<file path="config.mk">
export PLATFORM = sky130hd
export DESIGN_NAME = prio_irq_ctrl
export DESIGN_NICKNAME = d
export VERILOG_FILES = /design/src/rtl/pic_pkg.sv /design/src/rtl/pic_gateway.sv /design/src/rtl/pic_arbiter.sv /design/src/rtl/pic_regs.sv /design/src/rtl/prio_irq_ctrl.sv
export SDC_FILE = /design/constraint.sdc
export NUM_CORES = 1
export LEC_CHECK = 0
export BUFFER_PORTS_ARGS = -buffer_cell sky130_fd_sc_hd__clkbuf_2
export CELL_PAD_IN_SITES_DETAIL_PLACEMENT = 1
export CELL_PAD_IN_SITES_GLOBAL_PLACEMENT = 2
export CORE_MARGIN = 2
export CORE_UTILIZATION = 39
export CTS_CLUSTER_SIZE = 30
export DETAILED_ROUTE_END_ITERATION = 6
export PLACE_DENSITY_LB_ADDON = 0.1
export RECOVER_POWER = 25
export SLEW_MARGIN = 10
export SYNTH_ARGS = -nofsm -noshare
export SYNTH_HDL_FRONTEND = slang
export SYNTH_HIERARCHICAL = 1
export SYNTH_SLANG_ARGS = --single-unit
</file>
<file path="constraint.sdc">
create_clock -name clk -period 54.5 [get_ports clk]
set_input_delay 0 -clock clk [delete_from_list [all_inputs] [get_ports clk]]
set_output_delay 0 -clock clk [all_outputs]
set_load 0.02 [all_outputs]
</file>
<file path="src/rtl/pic_pkg.sv">
package pic_pkg;
    localparam int ADDR_W = 22;
    localparam int DATA_W = 32;
    localparam int PRIO_W = 3;

    localparam logic [ADDR_W-1:0] ADR_PEND  = 22'h001000;
    localparam logic [ADDR_W-1:0] ADR_EN    = 22'h002000;
    localparam logic [ADDR_W-1:0] ADR_THR   = 22'h200000;
    localparam logic [ADDR_W-1:0] ADR_CLAIM = 22'h200004;

    typedef enum logic [1:0] {
        GW_IDLE = 2'd0,
        GW_PEND = 2'd1,
        GW_BUSY = 2'd2
    } gw_state_e;
endpackage

</file>
<file path="src/rtl/pic_gateway.sv">
module pic_gateway
    import pic_pkg::*;
(
    input  logic clk,
    input  logic rst_n,
    input  logic line_i,
    input  logic claim_i,
    input  logic cpl_i,
    output logic pend_o
);
    gw_state_e state_q, state_d;

    always_ff @(posedge clk or negedge rst_n) begin
        if (!rst_n) state_q <= GW_IDLE;
        else        state_q <= state_d;
    end

    always_comb begin
        state_d = state_q;
        unique case (state_q)
            GW_IDLE: if (line_i)  state_d = GW_PEND;                      // arm
            GW_PEND: if (claim_i) state_d = GW_BUSY;                      // take
            GW_BUSY: if (cpl_i)   state_d = line_i ? GW_PEND : GW_IDLE;   // release
            default:              state_d = GW_IDLE;
        endcase
    end

    always_comb pend_o = (state_q == GW_PEND);


    claim_clears_chk: assert property (@(posedge clk) disable iff (!rst_n)
        claim_i |=> !pend_o);


    busy_hold_chk: assert property (@(posedge clk) disable iff (!rst_n)
        (state_q == GW_BUSY && !cpl_i) |=> (state_q == GW_BUSY && !pend_o));
endmodule

</file>
<file path="src/rtl/pic_arbiter.sv">
module pic_arbiter
    import pic_pkg::*;
#(
    parameter int NSRC = 31,
    parameter int ID_W = $clog2(NSRC + 1)
) (
    input  logic                          clk,
    input  logic                          rst_n,
    input  logic [NSRC:0]                 pend_i,
    input  logic [NSRC:0]                 en_i,
    input  logic [NSRC:0][PRIO_W-1:0]     prio_i,
    output logic [ID_W-1:0]               win_id_o,
    output logic [PRIO_W-1:0]             win_prio_o
);
    always_comb begin
        win_id_o   = '0;
        win_prio_o = '0;
        for (int i = 1; i <= NSRC; i++) begin
            if (pend_i[i] && en_i[i] && (prio_i[i] > win_prio_o)) begin
                win_prio_o = prio_i[i];
                win_id_o   = ID_W'(i);
            end
        end
    end


    win_elig_chk: assert property (@(posedge clk) disable iff (!rst_n)
        (win_id_o != '0) |-> (pend_i[win_id_o] && en_i[win_id_o] && prio_i[win_id_o] != '0));
endmodule

</file>
<file path="src/rtl/pic_regs.sv">
module pic_regs
    import pic_pkg::*;
#(
    parameter int NSRC = 31,
    parameter int ID_W = $clog2(NSRC + 1)
) (
    input  logic                      clk,
    input  logic                      rst_n,
    input  logic                      we_i,
    input  logic                      re_i,
    input  logic [ADDR_W-1:0]         addr_i,
    input  logic [DATA_W-1:0]         wdata_i,
    input  logic [NSRC:0]             pend_i,
    input  logic [ID_W-1:0]           claim_id_i,
    output logic [NSRC:0][PRIO_W-1:0] prio_o,
    output logic [NSRC:0]             en_o,
    output logic [PRIO_W-1:0]         thr_o,
    output logic [DATA_W-1:0]         rdata_o,
    output logic                      claim_rd_o,
    output logic                      cpl_wr_o,
    output logic [ID_W-1:0]           cpl_id_o
);
    localparam int IDX_W = 10;

    logic [NSRC:1][PRIO_W-1:0] prio_q;
    logic [NSRC:1]             en_q;
    logic [PRIO_W-1:0]         thr_q;

    logic             prio_hit;
    logic [IDX_W-1:0] prio_idx;
    logic             prio_ok;
    logic             id_fits;

    assign prio_o = {prio_q, PRIO_W'(0)};
    assign en_o   = {en_q, 1'b0};
    assign thr_o  = thr_q;

    assign prio_hit = (addr_i[ADDR_W-1:12] == '0) && (addr_i[1:0] == 2'b00);
    assign prio_idx = addr_i[11:2];
    assign prio_ok  = prio_hit && (prio_idx >= IDX_W'(1)) && (prio_idx <= IDX_W'(NSRC));

    always_ff @(posedge clk or negedge rst_n) begin
        if (!rst_n) begin
            prio_q <= '0;
            en_q   <= '0;
            thr_q  <= '0;
        end else if (we_i) begin
            for (int i = 1; i <= NSRC; i++) begin
                if (prio_ok && prio_idx == IDX_W'(i))
                    prio_q[i] <= wdata_i[PRIO_W-1:0];
            end
            if (addr_i == ADR_EN)  en_q  <= wdata_i[NSRC:1];
            if (addr_i == ADR_THR) thr_q <= wdata_i[PRIO_W-1:0];
        end
    end

    always_comb begin
        rdata_o = '0;
        if (prio_ok)
            rdata_o[PRIO_W-1:0] = prio_o[prio_idx[ID_W-1:0]];
        else if (addr_i == ADR_PEND)
            rdata_o[NSRC:0] = pend_i;
        else if (addr_i == ADR_EN)
            rdata_o[NSRC:0] = en_o;
        else if (addr_i == ADR_THR)
            rdata_o[PRIO_W-1:0] = thr_q;
        else if (addr_i == ADR_CLAIM)
            rdata_o[ID_W-1:0] = claim_id_i;
    end

    assign claim_rd_o = re_i && (addr_i == ADR_CLAIM);
    assign cpl_id_o   = wdata_i[ID_W-1:0];
    assign id_fits    = (wdata_i[DATA_W-1:ID_W] == '0) && (cpl_id_o <= ID_W'(NSRC));
    assign cpl_wr_o   = we_i && (addr_i == ADR_CLAIM) && id_fits && en_o[cpl_id_o];


    cpl_enabled_chk: assert property (@(posedge clk) disable iff (!rst_n)
        cpl_wr_o |-> (en_o[cpl_id_o] && cpl_id_o != '0));
endmodule

</file>
<file path="src/rtl/prio_irq_ctrl.sv">
module prio_irq_ctrl
    import pic_pkg::*;
#(
    parameter int NSRC = 31
) (
    input  logic              clk,
    input  logic              rst_n,
    input  logic [NSRC:1]     irq_src_i,
    input  logic              reg_we_i,
    input  logic              reg_re_i,
    input  logic [ADDR_W-1:0] reg_addr_i,
    input  logic [DATA_W-1:0] reg_wdata_i,
    output logic [DATA_W-1:0] reg_rdata_o,
    output logic              irq_o
);
    localparam int ID_W = $clog2(NSRC + 1);

    logic [NSRC:0]             pend;
    logic [NSRC:0]             en;
    logic [NSRC:0][PRIO_W-1:0] prio;
    logic [PRIO_W-1:0]         thr;
    logic [ID_W-1:0]           win_id;
    logic [PRIO_W-1:0]         win_prio;
    logic [ID_W-1:0]           claim_id;
    logic                      claim_rd;
    logic                      cpl_wr;
    logic [ID_W-1:0]           cpl_id;

    assign pend[0] = 1'b0;

    for (genvar g = 1; g <= NSRC; g++) begin : g_gw
        pic_gateway i_gw (
            .clk     (clk),
            .rst_n   (rst_n),
            .line_i  (irq_src_i[g]),
            .claim_i (claim_rd && (claim_id == ID_W'(g))),
            .cpl_i   (cpl_wr && (cpl_id == ID_W'(g))),
            .pend_o  (pend[g])
        );
    end

    pic_arbiter #(.NSRC(NSRC), .ID_W(ID_W)) i_arb (
        .clk        (clk),
        .rst_n      (rst_n),
        .pend_i     (pend),
        .en_i       (en),
        .prio_i     (prio),
        .win_id_o   (win_id),
        .win_prio_o (win_prio)
    );

    assign irq_o    = (win_prio > thr);
    assign claim_id = irq_o ? win_id : '0;

    pic_regs #(.NSRC(NSRC), .ID_W(ID_W)) i_regs (
        .clk        (clk),
        .rst_n      (rst_n),
        .we_i       (reg_we_i),
        .re_i       (reg_re_i),
        .addr_i     (reg_addr_i),
        .wdata_i    (reg_wdata_i),
        .pend_i     (pend),
        .claim_id_i (claim_id),
        .prio_o     (prio),
        .en_o       (en),
        .thr_o      (thr),
        .rdata_o    (reg_rdata_o),
        .claim_rd_o (claim_rd),
        .cpl_wr_o   (cpl_wr),
        .cpl_id_o   (cpl_id)
    );


    irq_src_chk: assert property (@(posedge clk) disable iff (!rst_n)
        irq_o |-> ((pend & en) != '0));
endmodule

</file>
==> metrics.txt, run 1 <==
power share of the sequential group=0.479; Tcrit/Tclk final=0.8843; critical path's slowest cell=o21ai_2; Worst Max-Slew Pin Slew=6.824 ns; maximum clock rate=0.02075 GHz; Root Buffer=clkbuf_16; worst vdd ir=22.49 uV; Sw Pwr=0.07527 mW; RePlAce Congestion=0.9114; power share of the clock group=0.453; metal3 WL=1718 um; post-CTS sizing=0; layout cells sized above 1=0.2395; YS warnings=6; vias in the first global route=14250; final total power=0.2928 mW; H-Tree Depth=4; DR pass1 iterations=5; chip height=200.1 um; Relative slew margins=-3.549; unrepaired setup endpoints after global routing=false; Core Rows=71; total negative slack=0 ns; Worst setup SP type=flop; cell mode on critical path=nor2_1; Sw Ratio=0.2571; top sig layer=met4; Pwr Density=16.86 mW/mm^2; antenna viol nets, final=0; clock latency on the worst-skew pair=0.46 ns; failing checks=max-capacitance violations, max-slew violations; fin area=0.01737 mm^2; antenna violations before repair=0; R2R setup slack=6.94 ns; Max Cap Viol=1; Syn Area/Cell=9.429 um^2; Port Buf Inserts=121; n_diodes=0; Setup Slack @ Placement=7.153 ns; first-pass GRT wire length=87200 um; Starting Density=0.3973; initial drt markers=778; post-DP HPWL=42860 um; core area=0.03776 mm^2; overall global routing resource usage=0.2810; Int Power=0.2175 mW; total grt overflow=0; cts bufs inserted=17; vias=13820; Post-Route Skew=0.01521 ns; DR WL met2=27350 um; P_leak=7.902 nW; Die Width=200.1 um; Hold WC Path Type=primary input to flop; Crit Path Max Fanout=20; Cell Area, Synth=0.01500 mm^2; io pins=122; largest net degree at the start of global routing=119; kind of critical path=flop to output pin; minimum clock period=48.19 ns; status=finished, violations left; total die area=0.04005 mm^2; placed insts=2188; Worst Setup End Kind=output pin; CTS Sinks=189; Avg WL per Cell=24.47 um; crit path DAT=48.19 ns; DP Area=0.01617 mm^2; Util after Layout=0.4600; vias per inst=6.057; Final Non-Filler Cells=2281; DRC violations left=0; final slew viol count=119; clock tree buffer depth=2; critical path's largest stage delay=0.71 ns; Mapped Cells=1591; CTS clk-pin slew, worst paths=0.08 ns; post-route met1 wirelength=25300 um; fin worst setup slack=6.308 ns; Area Overhead vs Synth=15.76%; Setup-failing EPs final=0; CTS tree=built; DRT Wirelength=55810 um; Syn Nets=1719; final hold slack=0.09897 ns; post-CTS setup buffers=0; Final Hold Viols=0; Comb pwr share=0.069; CP required=54.50 ns; Final #Nets=1885
[critical path: cells and delay by family (launching register included)]
| family | cells | cell delay (ns) |
|---|---|---|
| compound gates | 97 | 21.46 |
| fa+ha+maj | 35 | 10.06 |
| buf+inv | 4 | 0.47 |
| flops | 1 | 0.40 |
| mux | 11 | 3.57 |
| simple gates | 68 | 11.76 |
[power groups by stage]
stage          clock [mW]  combinational [mW]  sequential [mW]
5_1_grt             0.140              0.0217            0.140
4_1_cts             0.136              0.0202            0.140
2_1_floorplan           0             0.00641            0.143
3_5_place_dp            0              0.0167            0.143
3_3_place_gp            0              0.0165            0.143
6_report            0.133              0.0201            0.140
[metal layers]
| metal | GRT usage | up-vias |
|---|---|---|
| li1 | - | 6351 |
| met2 | 0.4804 | 297 |
| met4 | 0.08555 | 0 |
| met5 | 0 | - |
| met3 | 0.02717 | 58 |
| met1 | 0.3760 | 7111 |
[cell type report]
cell class | count | area (um^2)
clock buffer | 18 | 439.2
clock inverter | 14 | 155.1
fill | 4359 | 20390
inverter | 97 | 364.1
multi-input combinational | 1249 | 9667
sequential | 189 | 4730
tap | 511 | 639.4
timing repair buffer | 203 | 1373
[state kept, by name (all words and copies together) (netlist names)]
signal             count
i_regs/prio_o         93
g_gw.i_gw/state_q     62
i_regs/thr_o           3
i_regs/en_q           31
[placed cells by master (no fill, tap or decap), drive strengths merged, types with 14 or more instances in the layout]
master and count:
buf 21, a31oi 25, a22o 62, clkbuf 139, o32ai 35, mux2 137
nor2 141, nand2b 36, inv 104, nand2 102, dlygate4sd3 61, nor2b 50
a21oi 48, o21ai 45, nand4 19, ha 39, nand3 82, mux4 26
and3 28, mux2i 21, o211ai 18, nor3 41, dfrtp 189, and2b 31
and2 29, or2 14
[final timing paths]
check	startpoint	to	cells past startpoint
worst max-delay path	g_gw[1].i_gw/state_q[1]	reg_rdata_o[0]	215
worst min-delay path	reg_wdata_i[1]	i_regs/prio_o[64]	2
worst max register to register	g_gw[1].i_gw/state_q[1]	g_gw[27].i_gw/state_q[1]	213
worst min register to register	g_gw[25].i_gw/state_q[1]	g_gw[25].i_gw/state_q[0]	1
max in group asynchronous	rst_n	i_regs/prio_o[24]	2
min in group asynchronous	rst_n	g_gw[21].i_gw/state_q[0]	2
[timing repair]
item / CTS / global route
hold buffers: 61 / 0
endpoints found under the setup margin: 0 / 0
hold endpoints to repair: 177 / 0
No activity file was read; power rests on OpenSTA's default activity.
==> run 2: changes to the inputs <==
--- a/config.mk
+++ b/config.mk
@@ -5,15 +5,16 @@
 export SDC_FILE = /design/constraint.sdc
 export NUM_CORES = 1
 export LEC_CHECK = 0
+export ABC_AREA = 1
 export BUFFER_PORTS_ARGS = -buffer_cell sky130_fd_sc_hd__clkbuf_2
 export CELL_PAD_IN_SITES_DETAIL_PLACEMENT = 1
 export CELL_PAD_IN_SITES_GLOBAL_PLACEMENT = 2
 export CORE_MARGIN = 2
-export CORE_UTILIZATION = 39
+export CORE_UTILIZATION = 34
 export CTS_CLUSTER_SIZE = 30
 export DETAILED_ROUTE_END_ITERATION = 6
 export PLACE_DENSITY_LB_ADDON = 0.1
-export RECOVER_POWER = 25
+export RECOVER_POWER = 50
 export SLEW_MARGIN = 10
 export SYNTH_ARGS = -nofsm -noshare
 export SYNTH_HDL_FRONTEND = slang
==> run 2 against run 1 <==
Flip-flop and latch count did not move. Critical path type unchanged. Total power grew 4.9%. Die area is 17% higher. Register-to-register slack improved by 12 ns. Clock skew is 0.0069 ns higher. The run still ends with max-capacitance violations, max-slew violations left. Synthesized cell count up 48%.
==> metrics.txt, run 2 <==
DR pass1 iterations=4 (-1); unrepaired setup endpoints after global routing=false; vias per inst=4.966 (-18%); DP Area=0.01638 mm^2 (+1.3%); Comb pwr share=0.101 (+0.032); CP delay by family, top=simple AND/OR/NAND/NOR gates; Worst setup SP type=flop; Syn Area/Cell=6.516 um^2 (-31%); most frequent cells in the layout=nand2_1 (763), inv_1 (301), nor2_1 (228); Worst Max-Slew Pin Slew=3.989 ns (-2.835 ns); Sw Pwr=0.09110 mW (+21%); status=finished, violations left; vias=15460 (+12%); final total power=0.3071 mW (+4.9%); Syn Nets=2479 (+44%); Mapped Cells=2351 (+48%); Final Non-Filler Cells=3114 (+37%); critical path's slowest cell=dfrtp_1; Max Cap Viol=3 (+2); max reg flops=93 (unchanged); total negative slack=0 ns (unchanged); Starting Density=0.3457 (-0.05167); CTS Sinks=189 (unchanged); fill count=5871 (+35%); placed insts=3020 (+38%); cts bufs inserted=17 (unchanged); H-Tree Depth=4 (unchanged); CTS tree=built; metal3 WL=1596 um (-7.1%); Setup-failing EPs final=0 (unchanged); CP bufs+invs=14 (+10); total die area=0.04677 mm^2 (+17%); Sw Ratio=0.2966 (+0.03953); Core Rows=77 (+8.5%); Area Overhead vs Synth=13.52%; first-pass GRT wire length=91460 um (+4.9%); DRT Wirelength=59020 um (+5.7%); clock latency on the worst-skew pair=0.50 ns (+0.04 ns); fin area=0.01739 mm^2 (+0.14%); post-route met1 wirelength=27720 um (+9.5%); CP required=54.50 ns (about the same); n_diodes=0 (unchanged); crit path DAT=35.50 ns (-12.69 ns); initial drt markers=838 (+7.7%); critical path's largest stage delay=0.40 ns (-0.31 ns); Tcrit/Tclk final=0.6514 (-0.2328); power share of the clock group=0.430 (-0.023); vias in the first global route=15950 (+12%); Int Power=0.2160 mW (-0.68%); DR WL met2=28420 um (+3.9%); Post-Route Skew=0.02211 ns (+0.006901 ns); total grt overflow=0 (unchanged); clock tree buffer depth=2 (unchanged); layout cells sized above 1=0.1689 (-0.07063); cell mode on critical path=o21ai_0; chip height=216.3 um (+8.1%); Final #Nets=2637 (+40%); post-CTS setup buffers=0 (unchanged); core area=0.04432 mm^2 (+17%); commonest non-fill, non-tap cell in the layout=nand2_1; kind of critical path=flop to output pin; overall global routing resource usage=0.2571 (-0.02386); DRC violations left=0 (unchanged); Crit Path Max Fanout=8 (-60%); Pwr Density=17.66 mW/mm^2 (+4.8%); Die Width=216.3 um (+8.1%); P_leak=8.782 nW (+11%); final slew viol count=144 (+21%); io pins=122 (unchanged); largest net degree at the start of global routing=67 (-44%); maximum clock rate=0.02817 GHz (+36%); antenna viol nets, final=0 (unchanged); failing checks=max-capacitance violations, max-slew violations; Avg WL per Cell=18.95 um (-23%); Worst Setup End Kind=output pin; worst vdd ir=18.57 uV (-17%); power share of the sequential group=0.470 (-0.009); post-DP HPWL=45610 um (+6.4%); post-CTS sizing=0 (unchanged); top sig layer=met4; storage element area=0.004730 mm^2 (unchanged); multi-input combinational cell area=0.008721 mm^2 (-9.8%); Hold WC Path Type=primary input to flop; minimum clock period=35.50 ns (-12.69 ns); RePlAce Congestion=0.8996 (-1.3%); Root Buffer=clkbuf_16; Relative slew margins=-1.659 (+1.890); CTS clk-pin slew, worst paths=0.08 ns (about the same); antenna violations before repair=0 (unchanged); Cell Area, Synth=0.01532 mm^2 (+2.1%); YS warnings=6 (unchanged); Port Buf Inserts=121 (unchanged); Final Hold Viols=0 (unchanged)
[run 2: worst reg2reg max path, delay by kind of cell, from the launching register on]
kind | cells | cell delay [ns]
and+or+nand+nor | 131 | 15.25
buffers and inverters | 13 | 1.04
DFF | 1 | 0.40
AOI/OAI and AO/OA | 45 | 9.68
adders and majority gates | 31 | 8.82
[run 2: area by class of cell]
class | instances | area share
clock buffer | 17 | 0.02446
timing repair buffer | 190 | 0.07317
tap | 592 | 0.04259
clock inverter | 15 | 0.008922
inverter | 358 | 0.07742
multi-input combinational | 1753 | 0.5015
sequential | 189 | 0.2720
[run 2: path summary, 6_finish.rpt]
path / start / to / cells past startpoint / slack, ns
setup / recovery: g_gw[1].i_gw/state_q[0] / reg_rdata_o[2] / 220 / 19.00
hold / removal: reg_addr_i[4] / i_regs/prio_o[48] / 6 / 0.13
setup reg to reg: g_gw[1].i_gw/state_q[0] / g_gw[7].i_gw/state_q[0] / 220 / 19.22
hold reg to reg: i_regs/prio_o[69] / i_regs/prio_o[69] / 2 / 0.52
max in group asynchronous: rst_n / i_regs/prio_o[65] / 4 / 47.92
min in group asynchronous: rst_n / g_gw[10].i_gw/state_q[0] / 2 / 1.25
[run 2: stage by stage]
stage | setup slack (ns) | util | hold WS (ns)
final | 19.00 | 0.3924 | 0.1309
after global routing | 14.90 | 0.3924 | 0.1666
after CTS | 18.93 | 0.3966 | 0.02275
after detailed placement | 19.38 | 0.3695 | 0.02117
after global placement | 21.31 | 0.3695 | 0.02288
after floorplan | 24.09 | - | -0.2956
[run 2: what timing repair did]
item | CTS | global route
endpoints found under the hold margin | 121 | 0
endpoints found under the setup margin | 0 | 0
hold buffers | 62 | 0
[run 2: routing by layer]
metal	GRT usage	vias up
met5	0	-
met4	0.07648	0
met3	0.03439	63
met2	0.4378	196
met1	0.3390	7506
li1	-	7698
[run 2: power groups by stage]
stage          Sequential, mW  Combinational (mW)  Clock [mW]
6_report                0.144              0.0309       0.132
5_1_grt                 0.145              0.0342       0.141
4_1_cts                 0.144              0.0314       0.137
3_5_place_dp            0.147              0.0278           0
3_3_place_gp            0.147              0.0274           0
2_1_floorplan           0.146              0.0135           0
